## config.mk

```make
export PLATFORM = sky130hd
export DESIGN_NAME = fp_loop_seq
export DESIGN_NICKNAME = d
export VERILOG_FILES = /design/src/rtl/fp_loop_pkg.sv /design/src/rtl/fp_loop_buf.sv /design/src/rtl/fp_loop_ctrl.sv /design/src/rtl/fp_loop_steer.sv /design/src/rtl/fp_loop_seq.sv
export SDC_FILE = /design/constraint.sdc
export NUM_CORES = 1
export LEC_CHECK = 0
export BUFFER_PORTS_ARGS = -buffer_cell sky130_fd_sc_hd__buf_2
export CORE_MARGIN = 2
export CORE_UTILIZATION = 25
export CTS_BUF_LIST = sky130_fd_sc_hd__clkbuf_16
export CTS_CLUSTER_SIZE = 28
export DETAILED_ROUTE_END_ITERATION = 7
export GPL_TIMING_DRIVEN = 0
export PLACE_DENSITY = 0.48
export REMOVE_ABC_BUFFERS = 1
export SYNTH_ARGS = -nofsm -noshare
export SYNTH_HDL_FRONTEND = slang
export SYNTH_SLANG_ARGS = --single-unit
```

## constraint.sdc

```tcl
create_clock -name clk -period 15.4 [get_ports clk]
set_input_delay 3.08 -clock clk [delete_from_list [all_inputs] [get_ports clk]]
set_output_delay 3.08 -clock clk [all_outputs]
set_load 0.02 [all_outputs]
```

## src/rtl/fp_loop_pkg.sv

```systemverilog
package fp_loop_pkg;

    typedef enum logic [1:0] {
        SEQ_IDLE = 2'd0,
        SEQ_FILL = 2'd1,
        SEQ_PLAY = 2'd2
    } seq_state_e;

    // handshake completions seen by the control block in one cycle
    typedef struct packed {
        logic rep;   // repetition instruction taken while idle
        logic fill;  // body instruction written into the buffer
        logic play;  // buffered instruction taken by the FPU
    } seq_fire_t;

    function automatic logic body_len_ok(input int unsigned len, input int unsigned depth);
        return (len != 0) && (len <= depth);
    endfunction

endpackage

```

## src/rtl/fp_loop_buf.sv

```systemverilog
module fp_loop_buf #(
    parameter int DEPTH   = 16,
    parameter int INSTR_W = 32,
    localparam int IDX_W  = (DEPTH > 1) ? $clog2(DEPTH) : 1
) (
    input  logic               clk,
    input  logic               wr_en,
    input  logic [IDX_W-1:0]   wr_idx,
    input  logic [INSTR_W-1:0] wr_data,
    input  logic [IDX_W-1:0]   rd_idx,
    output logic [INSTR_W-1:0] rd_data
);

    logic [INSTR_W-1:0] slot_q [DEPTH];

    always_ff @(posedge clk) begin
        if (wr_en) begin
            slot_q[wr_idx] <= wr_data;
        end
    end

    assign rd_data = slot_q[rd_idx];

endmodule

```

## src/rtl/fp_loop_ctrl.sv

```systemverilog
module fp_loop_ctrl
    import fp_loop_pkg::*;
#(
    parameter int DEPTH  = 16,
    parameter int CNT_W  = 8,
    localparam int IDX_W = (DEPTH > 1) ? $clog2(DEPTH) : 1,
    localparam int LEN_W = $clog2(DEPTH + 1)
) (
    input  logic             clk,
    input  logic             rst,
    input  seq_fire_t        fire_i,
    input  logic [CNT_W-1:0] rep_count_i,
    input  logic [LEN_W-1:0] rep_len_i,
    output seq_state_e       state_o,
    output logic [IDX_W-1:0] fill_idx_o,
    output logic [IDX_W-1:0] play_idx_o,
    output logic             busy_o,
    output logic             err_o
);

    seq_state_e       state_q;
    logic [LEN_W-1:0] len_q;
    logic [CNT_W-1:0] iter_q;
    logic [IDX_W-1:0] fill_q;
    logic [IDX_W-1:0] play_q;
    logic             err_q;
    logic             fill_last;
    logic             play_last;

    assign fill_last = (LEN_W'(fill_q) + LEN_W'(1)) == len_q;
    assign play_last = (LEN_W'(play_q) + LEN_W'(1)) == len_q;

    always_ff @(posedge clk) begin
        if (rst) begin
            state_q <= SEQ_IDLE;
            len_q   <= '0;
            iter_q  <= '0;
            fill_q  <= '0;
            play_q  <= '0;
            err_q   <= 1'b0;
        end else begin
            err_q <= 1'b0;
            case (state_q)
                SEQ_IDLE: begin
                    if (fire_i.rep) begin
                        if (body_len_ok(32'(rep_len_i), DEPTH)) begin
                            state_q <= SEQ_FILL;
                            len_q   <= rep_len_i;
                            iter_q  <= rep_count_i;
                            fill_q  <= '0;
                        end else begin
                            err_q <= 1'b1;
                        end
                    end
                end
                SEQ_FILL: begin
                    if (fire_i.fill) begin
                        if (fill_last) begin
                            state_q <= SEQ_PLAY;
                            play_q  <= '0;
                        end else begin
                            fill_q <= fill_q + IDX_W'(1);
                        end
                    end
                end
                SEQ_PLAY: begin
                    if (fire_i.play) begin
                        if (play_last) begin
                            play_q <= '0;
                            if (iter_q == '0) begin
                                state_q <= SEQ_IDLE;
                            end else begin
                                iter_q <= iter_q - CNT_W'(1);
                            end
                        end else begin
                            play_q <= play_q + IDX_W'(1);
                        end
                    end
                end
                default: state_q <= SEQ_IDLE;
            endcase
        end
    end

    assign state_o    = state_q;
    assign fill_idx_o = fill_q;
    assign play_idx_o = play_q;
    assign busy_o     = (state_q != SEQ_IDLE);
    assign err_o      = err_q;

    // capture index never leaves the declared body
    assert_fill_idx_R3: assert property (@(posedge clk) disable iff (rst)
        (state_q == SEQ_FILL) |-> (LEN_W'(fill_q) < len_q));

    // replay index stays inside the body, so the wrap is taken at the right entry
    assert_play_idx_R4: assert property (@(posedge clk) disable iff (rst)
        (state_q == SEQ_PLAY) |-> (LEN_W'(play_q) < len_q));

    // a rejected length leaves the sequencer idle
    assert_err_idle_R6: assert property (@(posedge clk) disable iff (rst)
        err_q |-> (state_q == SEQ_IDLE));

endmodule

```

## src/rtl/fp_loop_steer.sv

```systemverilog
module fp_loop_steer
    import fp_loop_pkg::*;
#(
    parameter int INSTR_W = 32
) (
    input  seq_state_e         state_i,
    input  logic               in_valid_i,
    input  logic               in_is_rep_i,
    input  logic               in_is_sync_i,
    input  logic [INSTR_W-1:0] in_instr_i,
    input  logic [INSTR_W-1:0] buf_data_i,
    input  logic               fpu_ready_i,
    output logic               in_ready_o,
    output logic               fpu_valid_o,
    output logic [INSTR_W-1:0] fpu_instr_o,
    output seq_fire_t          fire_o
);

    always_comb begin
        in_ready_o  = 1'b0;
        fpu_valid_o = 1'b0;
        fpu_instr_o = in_instr_i;
        fire_o      = '0;
        case (state_i)
            SEQ_IDLE: begin
                in_ready_o  = in_is_rep_i ? 1'b1 : fpu_ready_i;
                fpu_valid_o = in_valid_i && !in_is_rep_i;
                fire_o.rep  = in_valid_i && in_is_rep_i;
            end
            SEQ_FILL: begin
                in_ready_o  = !(in_is_rep_i || in_is_sync_i);
                fire_o.fill = in_valid_i && in_ready_o;
            end
            SEQ_PLAY: begin
                fpu_valid_o = 1'b1;
                fpu_instr_o = buf_data_i;
                fire_o.play = fpu_ready_i;
            end
            default: ;
        endcase
    end

endmodule

```

## src/rtl/fp_loop_seq.sv

```systemverilog
module fp_loop_seq
    import fp_loop_pkg::*;
#(
    parameter int DEPTH   = 16,
    parameter int INSTR_W = 32,
    parameter int CNT_W   = 8,
    localparam int IDX_W  = (DEPTH > 1) ? $clog2(DEPTH) : 1,
    localparam int LEN_W  = $clog2(DEPTH + 1)
) (
    input  logic               clk,
    input  logic               rst,
    input  logic               in_valid,
    output logic               in_ready,
    input  logic [INSTR_W-1:0] in_instr,
    input  logic               in_is_rep,
    input  logic               in_is_sync,
    input  logic [CNT_W-1:0]   in_rep_count,
    input  logic [LEN_W-1:0]   in_rep_len,
    output logic               fpu_valid,
    input  logic               fpu_ready,
    output logic [INSTR_W-1:0] fpu_instr,
    output logic               busy,
    output logic               len_err
);

    seq_state_e         state;
    seq_fire_t          fire;
    logic [IDX_W-1:0]   fill_idx;
    logic [IDX_W-1:0]   play_idx;
    logic [INSTR_W-1:0] buf_data;

    fp_loop_ctrl #(
        .DEPTH (DEPTH),
        .CNT_W (CNT_W)
    ) ctrl_i (
        .clk         (clk),
        .rst         (rst),
        .fire_i      (fire),
        .rep_count_i (in_rep_count),
        .rep_len_i   (in_rep_len),
        .state_o     (state),
        .fill_idx_o  (fill_idx),
        .play_idx_o  (play_idx),
        .busy_o      (busy),
        .err_o       (len_err)
    );

    fp_loop_buf #(
        .DEPTH   (DEPTH),
        .INSTR_W (INSTR_W)
    ) buf_i (
        .clk     (clk),
        .wr_en   (fire.fill),
        .wr_idx  (fill_idx),
        .wr_data (in_instr),
        .rd_idx  (play_idx),
        .rd_data (buf_data)
    );

    fp_loop_steer #(
        .INSTR_W (INSTR_W)
    ) steer_i (
        .state_i      (state),
        .in_valid_i   (in_valid),
        .in_is_rep_i  (in_is_rep),
        .in_is_sync_i (in_is_sync),
        .in_instr_i   (in_instr),
        .buf_data_i   (buf_data),
        .fpu_ready_i  (fpu_ready),
        .in_ready_o   (in_ready),
        .fpu_valid_o  (fpu_valid),
        .fpu_instr_o  (fpu_instr),
        .fire_o       (fire)
    );

    // capture emits nothing toward the FPU
    assert_fill_silent_R3: assert property (@(posedge clk) disable iff (rst)
        (state == SEQ_FILL) |-> !fpu_valid);

    // an unaccepted replay offer is held with the same word
    assert_hold_instr_R5: assert property (@(posedge clk) disable iff (rst)
        (busy && fpu_valid && !fpu_ready) |=> (fpu_valid && $stable(fpu_instr)));

    // rejected length never starts a loop
    assert_err_quiet_R6: assert property (@(posedge clk) disable iff (rst)
        len_err |-> !busy);

    assert_rep_stall_R7: assert property (@(posedge clk) disable iff (rst)
        (busy && in_is_rep) |-> !in_ready);

    assert_sync_stall_R8: assert property (@(posedge clk) disable iff (rst)
        (busy && in_is_sync) |-> !in_ready);

    // while the buffer drives the FPU the core side is closed
    assert_fp_stall_R9: assert property (@(posedge clk) disable iff (rst)
        (busy && fpu_valid) |-> !in_ready);

    // the loop ends only on an FPU acceptance
    assert_end_on_accept_R10: assert property (@(posedge clk) disable iff (rst)
        $fell(busy) |-> $past(fpu_valid && fpu_ready));

endmodule

```

Yosys cells after proc, flatten, opt, wreduce, memory -nomap -nowiden
Memories as Yosys holds them, arrays and structs flattened. A register that Yosys moved wholly into a read port is not among the register bits.
Index checks and enable logic that the tools add are counted.
- $add $sub $neg: 5
- multiply operators: 0
- div/mod/pow operators: 0
- $lt $le $gt $ge: 1
- equal/unequal tests: 13
- shifts and indexed selects: 0
- muxes and demuxes: 36
- bitwise logic cells: 2
- reduce and logical (&&, ||, !) cells: 20
- operator list (kind ; number):
    2-to-1 mux 4 bit ; 10
    2-to-1 mux 8 bit ; 5
    2-to-1 mux 32 bit ; 1
    case mux 4 bit (2 select lines) ; 2
    case mux 8 bit (2 select lines) ; 1
    2-to-1 mux 2 bit ; 7
    != test 2 x 1 -> 1 bit (second input constant) ; 7
    adder 4 x 1 -> 5 bit (second input constant) ; 2
    == test 5 bit ; 2
    adder 4 x 1 -> 4 bit (second input constant) ; 2
    zero test 8 bit ; 1
    nonzero test 2 bit ; 4
    subtractor 8 x 1 -> 8 bit (second input constant) ; 1
    2-to-1 mux 1 bit ; 7
    AND reduction 7 bit ; 1
    case mux 2 bit (3 select lines) ; 1
    AND reduction 6 bit ; 1
    less-or-equal comparator 5 bit (second input constant) ; 1
    AND reduction 5 bit ; 1
    nonzero test 5 bit ; 1
    logical AND 1 bit ; 4
    != test 2 bit (second input constant) ; 2
    case mux 1 bit (2 select lines) ; 2
    AND reduction 4 bit ; 1
    other kinds (8) ; 10
- bits in registers: 24
- latch bits: 0
- memory bits (writable): 512
- ROM bits: 0
- output and inout bits: 36
- logic and storage cells: 84
- memories: 1
- memory list (memory ; words ; bits a word ; rd ports ; clocked after memory_dff ; write ports ; line ; source):
    buf_i.slot_q ; 16 ; 32 ; 1 ; 1 ; 1 ; fp_loop_buf.sv:14 ; logic [INSTR_W-1:0] slot_q [DEPTH];

Depth between registers and ports, before layout
Gate-level depths: netlist of run 1.
- depth after elaboration: 8
- depth in mapped cells: 7
- mapped depth without buffers: 7

Cells and area by module
A second synthesis of run 1 with hierarchy kept.
- cells, all modules: 1041
- area, all modules: 21406.8 um^2
- modules (own cells, without submodules) (module ; times used ; cells an instance ; area each (um^2) ; sequential area each (um^2)):
    fp_loop_buf ; 1 ; 806 ; 19194.7 ; 15374.7
    fp_loop_ctrl ; 1 ; 188 ; 1595.3 ; 480.5
    fp_loop_steer ; 1 ; 47 ; 616.8 ; 0.0

Worst setup path before layout of run 1
No wires, ideal clock.
- path type: input to register
- start: in in_is_rep
- end: mem buf_i.slot_q[0][0], enable pin
- arrival: 6.597 ns
- setup slack: 8.301 ns
- stages: 3
- path through: nor2_1 nand3_1 nor4_1
- cells in the longest elaborated chain, start to end: 6
- RTL lines (what ; line ; source):
    from (decl) ; fp_loop_seq.sv:15 ; input logic in_is_rep,
    logical OR 1 bit ; fp_loop_steer.sv:31 ; in_ready_o = !(in_is_rep_i || in_is_sync_i);
    zero test 1 bit ; fp_loop_steer.sv:31 ;
    logical AND 1 bit ; fp_loop_steer.sv:32 ; fire_o.fill = in_valid_i && in_ready_o;
    2-to-1 mux 1 bit ; fp_loop_steer.sv:24 ; case (state_i)
    2-to-1 mux 1 bit ; fp_loop_buf.sv:17 ; if (wr_en) begin
    2-to-1 mux 1 bit (not written as such) ; fp_loop_buf.sv:18 ; slot_q[wr_idx] <= wr_data;
    to (decl) ; fp_loop_buf.sv:14 ;
Every way passes these cells.

Worst setup path after layout of run 1
- start: in in_is_rep
- end: out in_ready
- cells in the longest elaborated chain, start to end: 3
- elaborated cells on any way between the ends: 4
- classes of those cells: mux (2); reduce/logical (2)
- RTL lines (what ; line ; source):
    logical OR 1 bit ; fp_loop_steer.sv:31 ;
    zero test 1 bit ; fp_loop_steer.sv:31 ;
    case mux 1 bit (2 select lines) * ; fp_loop_steer.sv:24 ;
    to (decl) ; fp_loop_seq.sv:13 ; output logic in_ready,
Mark *: on every way between the ends. The rest lies on a longest branch, timed or not.

==> impl_metrics.py, run 1 <==
metrics = {
    "status": {
        "status": "finished, final reports clean",
    },
    "finish": {
        "fill_cells": 8337,
        "drive_gt1_frac": 0.3349,
        "layout_commonest_cell": "edfxtp_1",
        "antenna-diode-count": 0,
        "syn_to_final_growth_pct": 20.56,
        "final_cell_mix": "512 x edfxtp_1, 150 x mux4_2, 116 x nand2_1",
        "fin_util": 0.3044,
        "nets": 1291,
    },
    "power_and_ir_drop": {
        "power-per-cell-area_nw_per_um2": 112.8,
        "p_leak_nw": 8.138,
        "power.total_w": 0.002925,
        "vdd_ir_drop_max_uv": 73.81,
    },
    "route": {
        "drt_iter0_drc": 778,
        "first_pass_iters": 4,
        "vias_per_cell": 4.466,
        "vias": 10790,
        "drc": 0,
        "totalWireLength_microns": 53730,
        "wire_per_inst_microns": 22.24,
        "postRouteAntennaNets": 0,
    },
    "global_route": {
        "gr-total-overflow": 0,
        "use_met2": 0.2065,
        "grt_use_total": 0.1215,
        "grt_pass1_vias": 11570,
        "grt_pass1_wl_microns": 79480,
        "grt_max_degree": 49,
        "met3_usage": 0.01840,
        "use_met1": 0.1621,
        "grt_antenna_before_repair": 8,
        "grt.busiest_layer": "met2",
    },
    "sta": {
        "setup_ws_ns": 8.432,
        "setup_violations": 0,
        "rsz0062_at_grt": "no",
        "period_share": 0.4525,
        "post-route-min-period_ns": 6.968,
        "tightest_slew_ns": 1.008,
        "tns_ns": 0,
        "fmaxAchievable_mhz": 143.5,
        "fin_skew_ns": 0.02749,
        "slew_headroom": 0.3224,
        "hold_violations": 0,
        "slew_viol_final": 0,
    },
    "worst_setup_path": {
        "crit_required_ns": 12.32,
        "crit_fanout": 5,
        "path_cells": "buf_2 -> nor2_1 -> a21oi_1 -> nor2_1 -> buf_2",
        "cp-start-kind": "input port",
        "cp.arrival_ns": 3.89,
        "crit_path_end_kind": "primary output",
        "cpPeakStageDelay_ns": 0.21,
        "path_class": "input port to primary output",
        "crit_slowest_cell": "nor2_1",
        "rr_worst_depth": 7,
    },
    "clock_tree": {
        "cts_setup_buffers": 0,
        "clk_path_buf_depth": 3,
        "cts-root-buf": "clkbuf_16",
        "tritoncts": "done",
        "post_cts_resized": 0,
        "cts.sinks": 540,
        "cts_max_level": 2,
        "cts_buffers": 57,
        "clock_latency_ns": 0.61,
        "hold_buffers": 0,
        "clk_pin_slew_worst_paths_ns": 0.06,
    },
    "floorplan": {
        "die_h_microns": 297.3,
        "design.core.area_sq_um": 85150,
        "rows": 107,
        "die_area_sq_um": 88360,
        "die_w_microns": 297.3,
        "initial_utilization": 0.2525,
        "ioPinCount": 87,
    },
    "synth": {
        "synth_cell_type_count": 52,
        "ys_ff_latch": 540,
        "synthArstFlopShare": 0,
        "ys.flop_type": "edfxtp_1",
        "ys_seq_area_frac": 0.7412,
        "synth_edf_count": 512,
        "synth_area_sq_um": 21500,
        "synth_warnings": 0,
        "syn_inst": 1054,
        "avgSynthCellArea_sq_um": 20.40,
    },
    "flow_run": {
        "maxCapViolations": 0,
    },
    "placed_design": {
        "gp_congestion": 0.6905,
        "hpwlAfterDp_microns": 36220,
        "dpl_worst_slack_ns": 8.403,
        "port_buffers": 86,
    },
    "min_path": {
        "hp-class": "flip-flop to flip-flop",
        "hold_path_depth": 2,
    },
}
## critical path, delay by kind of cell
| kind | cells | cell delay (ns) |
|---|---|---|
| buffers and inverters | 2 | 0.33 |
| and+or+nand+nor | 2 | 0.38 |
| AOI/OAI and AO/OA | 1 | 0.10 |
## metrics by stage
| step | hold WS, ns | instance area (sq um) | std cells |
|---|---|---|---|
| after CTS | 0.5017 | 25920 | 2416 |
| after global routing | 0.5435 | 25920 | 2416 |
| after detailed placement | 0.4872 | 24220 | 2318 |
| final | 0.5040 | 25920 | 2416 |
| after floorplan | 0.4533 | 21200 | 1001 |
| after global placement | 0.4724 | 23060 | 2231 |
## layout make-up
type / instances / area (sq um) / area share
Tap cell: 1144 / 1431 / 0.05522
Clock inverter: 40 / 252.7 / 0.009751
Sequential cell: 540 / 15950 / 0.6153
Multi-Input combinational cell: 448 / 5333 / 0.2057
Timing Repair Buffer: 173 / 1455 / 0.05614
Inverter: 13 / 48.80 / 0.001883
Clock buffer: 58 / 1451 / 0.05600
## logic make-up after synthesis
family	Yosys count	synth area share
DFF	540	0.7412
AOI/OAI and AO/OA	74	0.02334
buffers and inverters	66	0.01612
and+or+nand+nor	191	0.03917
xor gates and xnor gates	12	0.004889
adders and majority gates	7	0.004074
muxes	164	0.1712
## state kept, by name, summed over array words and instances (netlist names), named ones only
name	cells
ctrl_i.len_q	5
ctrl_i.play_idx_o	4
ctrl_i.state_o	2
buf_i.slot_q	512
ctrl_i.err_o	1
ctrl_i.fill_idx_o	4
ctrl_i.iter_q	8
## routing by layer
layer	share of wire	up-vias
met5	0.00058	-
met3	0.035	81
met2	0.50	212
met1	0.44	5771
li1	-	4719
met4	0.020	6
## power by group
group	internal (W)	total [W]	switching (W)
Sequential	0.00161	0.00161	0.00000286
Combinational	0.0000177	0.0000626	0.0000449
Clock	0.000695	0.00125	0.000557
## path summary, 6_finish.rpt
path	start	endpoint	slack [ns]
worst max-delay path	in_is_rep	in_ready	8.43
worst min-delay path	ctrl_i.iter_q[6]	ctrl_i.iter_q[6]	0.50
worst max register to register	ctrl_i.state_o[0]	buf_i.slot_q[9][8]	11.98
worst min register to register	ctrl_i.iter_q[6]	ctrl_i.iter_q[6]	0.50
## Yosys cell counts (all sizes together), types with 2 or more instances
master	number	area share
edfxtp	512	0.72
mux4	160	0.17
nand2	116	0.020
dfxtp	28	0.026
buf	27	0.0093
clkbuf	26	0.0045
a21oi	22	0.0051
nor2	22	0.0038
o21ai	18	0.0042
nand3	14	0.0033
inv	13	0.0023
nor4	10	0.0032
xnor2	9	0.0037
nor3	8	0.0019
o31ai	8	0.0028
ha	7	0.0041
mux2i	4	0.0019
nand4	4	0.0012
o311ai	4	0.0016
a31oi	3	0.00087
nand2b	3	0.00087
nor2b	3	0.00087
o22ai	3	0.00087
xor2	3	0.0012
a211oi	2	0.0012
and3	2	0.00058
nand3b	2	0.00070
nor3b	2	0.00070
o2111ai	2	0.0011
o41ai	2	0.00081
Power figures use the tool's default switching activity.
==> run 2: changes to the inputs <==
Settings changed: ABC_AREA set to 1, PLACE_DENSITY 0.48 to 0.49.
Clock period 15.4 ns to 6 ns, I/O delays scaled along.
==> run 2 against run 1 <==
Net effect: combinational power rose to 43 times the previous value; largest cell class unchanged; highest routed layer unchanged; via count is 32% higher; largest power group unchanged; sequential share of layout area is essentially flat; die area increased by 1.6%; register-to-register slack lost 8.5 ns.
==> impl_metrics.py, run 2 <==
metrics = {
    "finish": {
        "final_cell_mix": "512 x edfxtp_1, 356 x nor2_1, 239 x o21ai_0",
        "top_register": "buf_i.slot_q",
        "layoutNonFillerInstCount": 2998,
        "largest_register_ffs": 512,
        "nets": 1856,
        "syn_to_final_growth_pct": 18.57,
        "drive_gt1_frac": 0.1368,
        "reg_top3": "buf_i.slot_q (512), ctrl_i.iter_q (8), ctrl_i.len_q (5)",
        "final_cell_area_sq_um": 25900,
        "layout_commonest_cell": "edfxtp_1",
    },
    "route": {
        "first_pass_iters": 7,
        "vias": 14200,
        "drt_iter0_drc": 1207,
        "wire_per_inst_microns": 19.87,
        "vias_per_cell": 4.735,
        "postRouteAntennaNets": 0,
        "totalWireLength_microns": 59580,
        "drc": 0,
    },
    "clock_tree": {
        "tritoncts": "done",
        "cts.sinks": 540,
        "cts_max_level": 2,
        "clk_pin_slew_worst_paths_ns": 0.06,
        "hold_buffers": 0,
        "clk_path_buf_depth": 3,
        "cts_buffers": 53,
        "post_cts_resized": 0,
        "clock_latency_ns": 0.62,
        "cts-root-buf": "clkbuf_16",
        "cts_setup_buffers": 0,
    },
    "floorplan": {
        "initial_utilization": 0.2522,
        "die_area_sq_um": 89750,
        "die_h_microns": 299.6,
        "rows": 108,
        "ioPinCount": 87,
        "design.core.area_sq_um": 86620,
        "die_w_microns": 299.6,
    },
    "synth": {
        "synth_top_cell_area_share": 0.7039,
        "synth_cell_type_count": 35,
        "ys.flop_type": "edfxtp_1",
        "ys_ff_latch": 540,
        "ys_top_cells_by_area": "edfxtp_1 70%, nor2_1 6.3%, o21ai_0 5.5%, o221ai_1 3.5%, dfxtp_1 2.6%",
        "synth_area_sq_um": 21840,
        "synth_edf_count": 512,
        "yosys.area.top_type": "edfxtp_1",
        "synthArstFlopShare": 0,
        "yosysMostFrequentCell": "edfxtp_1",
        "ys_seq_area_frac": 0.7296,
        "avgSynthCellArea_sq_um": 12.62,
        "syn_inst": 1731,
        "synth_common_cells": "512 x edfxtp_1, 369 x nor2_1, 239 x o21ai_0",
        "synth_warnings": 0,
    },
    "power_and_ir_drop": {
        "switching_share": 0.3277,
        "p_seq_frac": 0.416,
        "clkPwrFrac": 0.327,
        "p_int_w": 0.007013,
        "vdd_ir_drop_max_uv": 274.4,
        "pwr-share-comb": 0.257,
        "p_sw_w": 0.003418,
        "p_leak_nw": 8.434,
        "power-per-cell-area_nw_per_um2": 402.8,
    },
    "sta": {
        "post-route-min-period_ns": 4.885,
        "fin_skew_ns": 0.02307,
        "rsz0062_at_grt": "no",
        "whs_ns": 0.4963,
        "period_share": 0.8142,
        "hold_violations": 0,
        "slew_viol_final": 0,
        "setup_violations": 0,
        "tightest_slew_ns": 0.9856,
        "setup_ws_ns": 1.115,
        "slew_headroom": 0.3420,
        "fmaxAchievable_mhz": 204.7,
    },
    "min_path": {
        "hp-class": "flip-flop to flip-flop",
    },
    "global_route": {
        "grt_use_total": 0.1299,
        "gr-total-overflow": 0,
        "grt_antenna_before_repair": 9,
        "grt_pass1_wl_microns": 88180,
        "grt_max_degree": 163,
        "grt_pass1_vias": 14030,
    },
    "placed_design": {
        "gp_congestion": 0.7721,
        "placedCellCount": 2898,
        "port_buffers": 86,
        "hpwlAfterDp_microns": 34260,
        "dpl_worst_slack_ns": 1.626,
        "placed_cell_area_sq_um": 24100,
    },
    "worst_setup_path": {
        "cp.arrival_ns": 3.68,
        "cp-start-kind": "flip-flop",
        "cpPeakStageDelay_ns": 0.51,
        "crit_slowest_cell": "dfxtp_4",
        "crit_fanout": 66,
        "path_cells": "buf_12 -> buf_16 -> inv_6 -> buf_16 -> o21ai_0 -> o221ai_1 -> nand3_1 -> a31oi_1 -> buf_2",
        "path_class": "flip-flop to primary output",
        "crit_path_end_kind": "primary output",
        "crit_required_ns": 4.80,
        "crit_top_cell": "buf_16",
    },
    "flow_run": {
        "maxCapViolations": 0,
    },
    "status": {
        "status": "finished, final reports clean",
    },
}
run 2: cell types whose count changed in the layout (fill, tap and decap cells not counted), moves of 19 or more:
| cell | delta |
|---|---|
| nand3_1 | +51 |
| o22ai_1 | +37 |
| a31oi_1 | +31 |
| mux4_2 | -150 |
| o21ai_0 | +227 |
| buf_4 | -45 |
| inv_1 | +19 |
| o21ai_1 | +50 |
| nor2_1 | +338 |
| o221ai_1 | +88 |
| nand2_1 | -35 |
run 2: kinds of logic (layout without fill, tap and decap cells):
| family | Yosys count | in the layout | share of synthesized area |
|---|---|---|---|
| simple gates | 541 | 541 | 0.1003 |
| flops | 540 | 540 | 0.7296 |
| compound gates | 482 | 482 | 0.1304 |
| buf+inv | 159 | 270 | 0.03494 |
| fa+ha+maj | 7 | 7 | 0.004010 |
| xor+xnor | 2 | 2 | 0.0008021 |
| other cells | 0 | 1 | 0 |
run 2: layout make-up:
| class | count | area (sq um) |
|---|---|---|
| fillers | 8606 | 60720 |
| repair buffers | 128 | 1275 |
| clock buffers | 56 | 1401 |
| flip-flops and latches | 540 | 15950 |
| well taps | 1155 | 1445 |
| diodes | 1 | 2.502 |
| inverters | 43 | 177.7 |
| multi-input cells | 1032 | 5256 |
| clock inverters | 43 | 392.9 |
run 2: power groups by stage:
stage / combinational (W) / clock, W / sequential, W
after floorplan: 0.00161 / 0 / 0.00446
after global placement: 0.00242 / 0 / 0.00467
after detailed placement: 0.00271 / 0 / 0.00443
after CTS: 0.00272 / 0.00349 / 0.00434
after global routing: 0.00298 / 0.00362 / 0.00436
final: 0.00268 / 0.00341 / 0.00434
run 2: metrics by stage:
stage	power, W	setup TNS (ns)	utilization
final	0.01043	0	0.2990
after global routing	0.01096	0	0.2990
after CTS	0.01055	0	0.2990
after detailed placement	0.007136	0	0.2782
after global placement	0.007091	-472.88	0.2669
after floorplan	0.006067	-76.24	-
run 2: worst max-delay path, delay by kind of cell (launching register included):
| family | cells | cell delay [ns] |
|---|---|---|
| AOI/OAI and AO/OA | 3 | 0.82 |
| and+or+nand+nor | 1 | 0.12 |
| buffers and inverters | 5 | 1.56 |
| DFF | 1 | 0.51 |
run 2: final timing paths:
path                                        start            endpoint  slack, ns  depth (start not counted)
worst min register to register   ctrl_i.iter_q[7]    ctrl_i.iter_q[7]       0.50                          2
worst max-delay path                    flip-flop       fpu_instr[10]       1.12                          9
worst max register to register  ctrl_i.state_o[0]  buf_i.slot_q[1][3]       3.48                          5
worst min-delay path             ctrl_i.iter_q[7]    ctrl_i.iter_q[7]       0.50                          2
run 2: layer usage:
metal	GRT usage	wire length, microns	up-vias
met2	0.2163	28360	331
met1	0.1746	26850	7164
met3	0.02370	3163	90
li1	-	-	6602
met4	0.03286	1149	10
met5	0	57	-
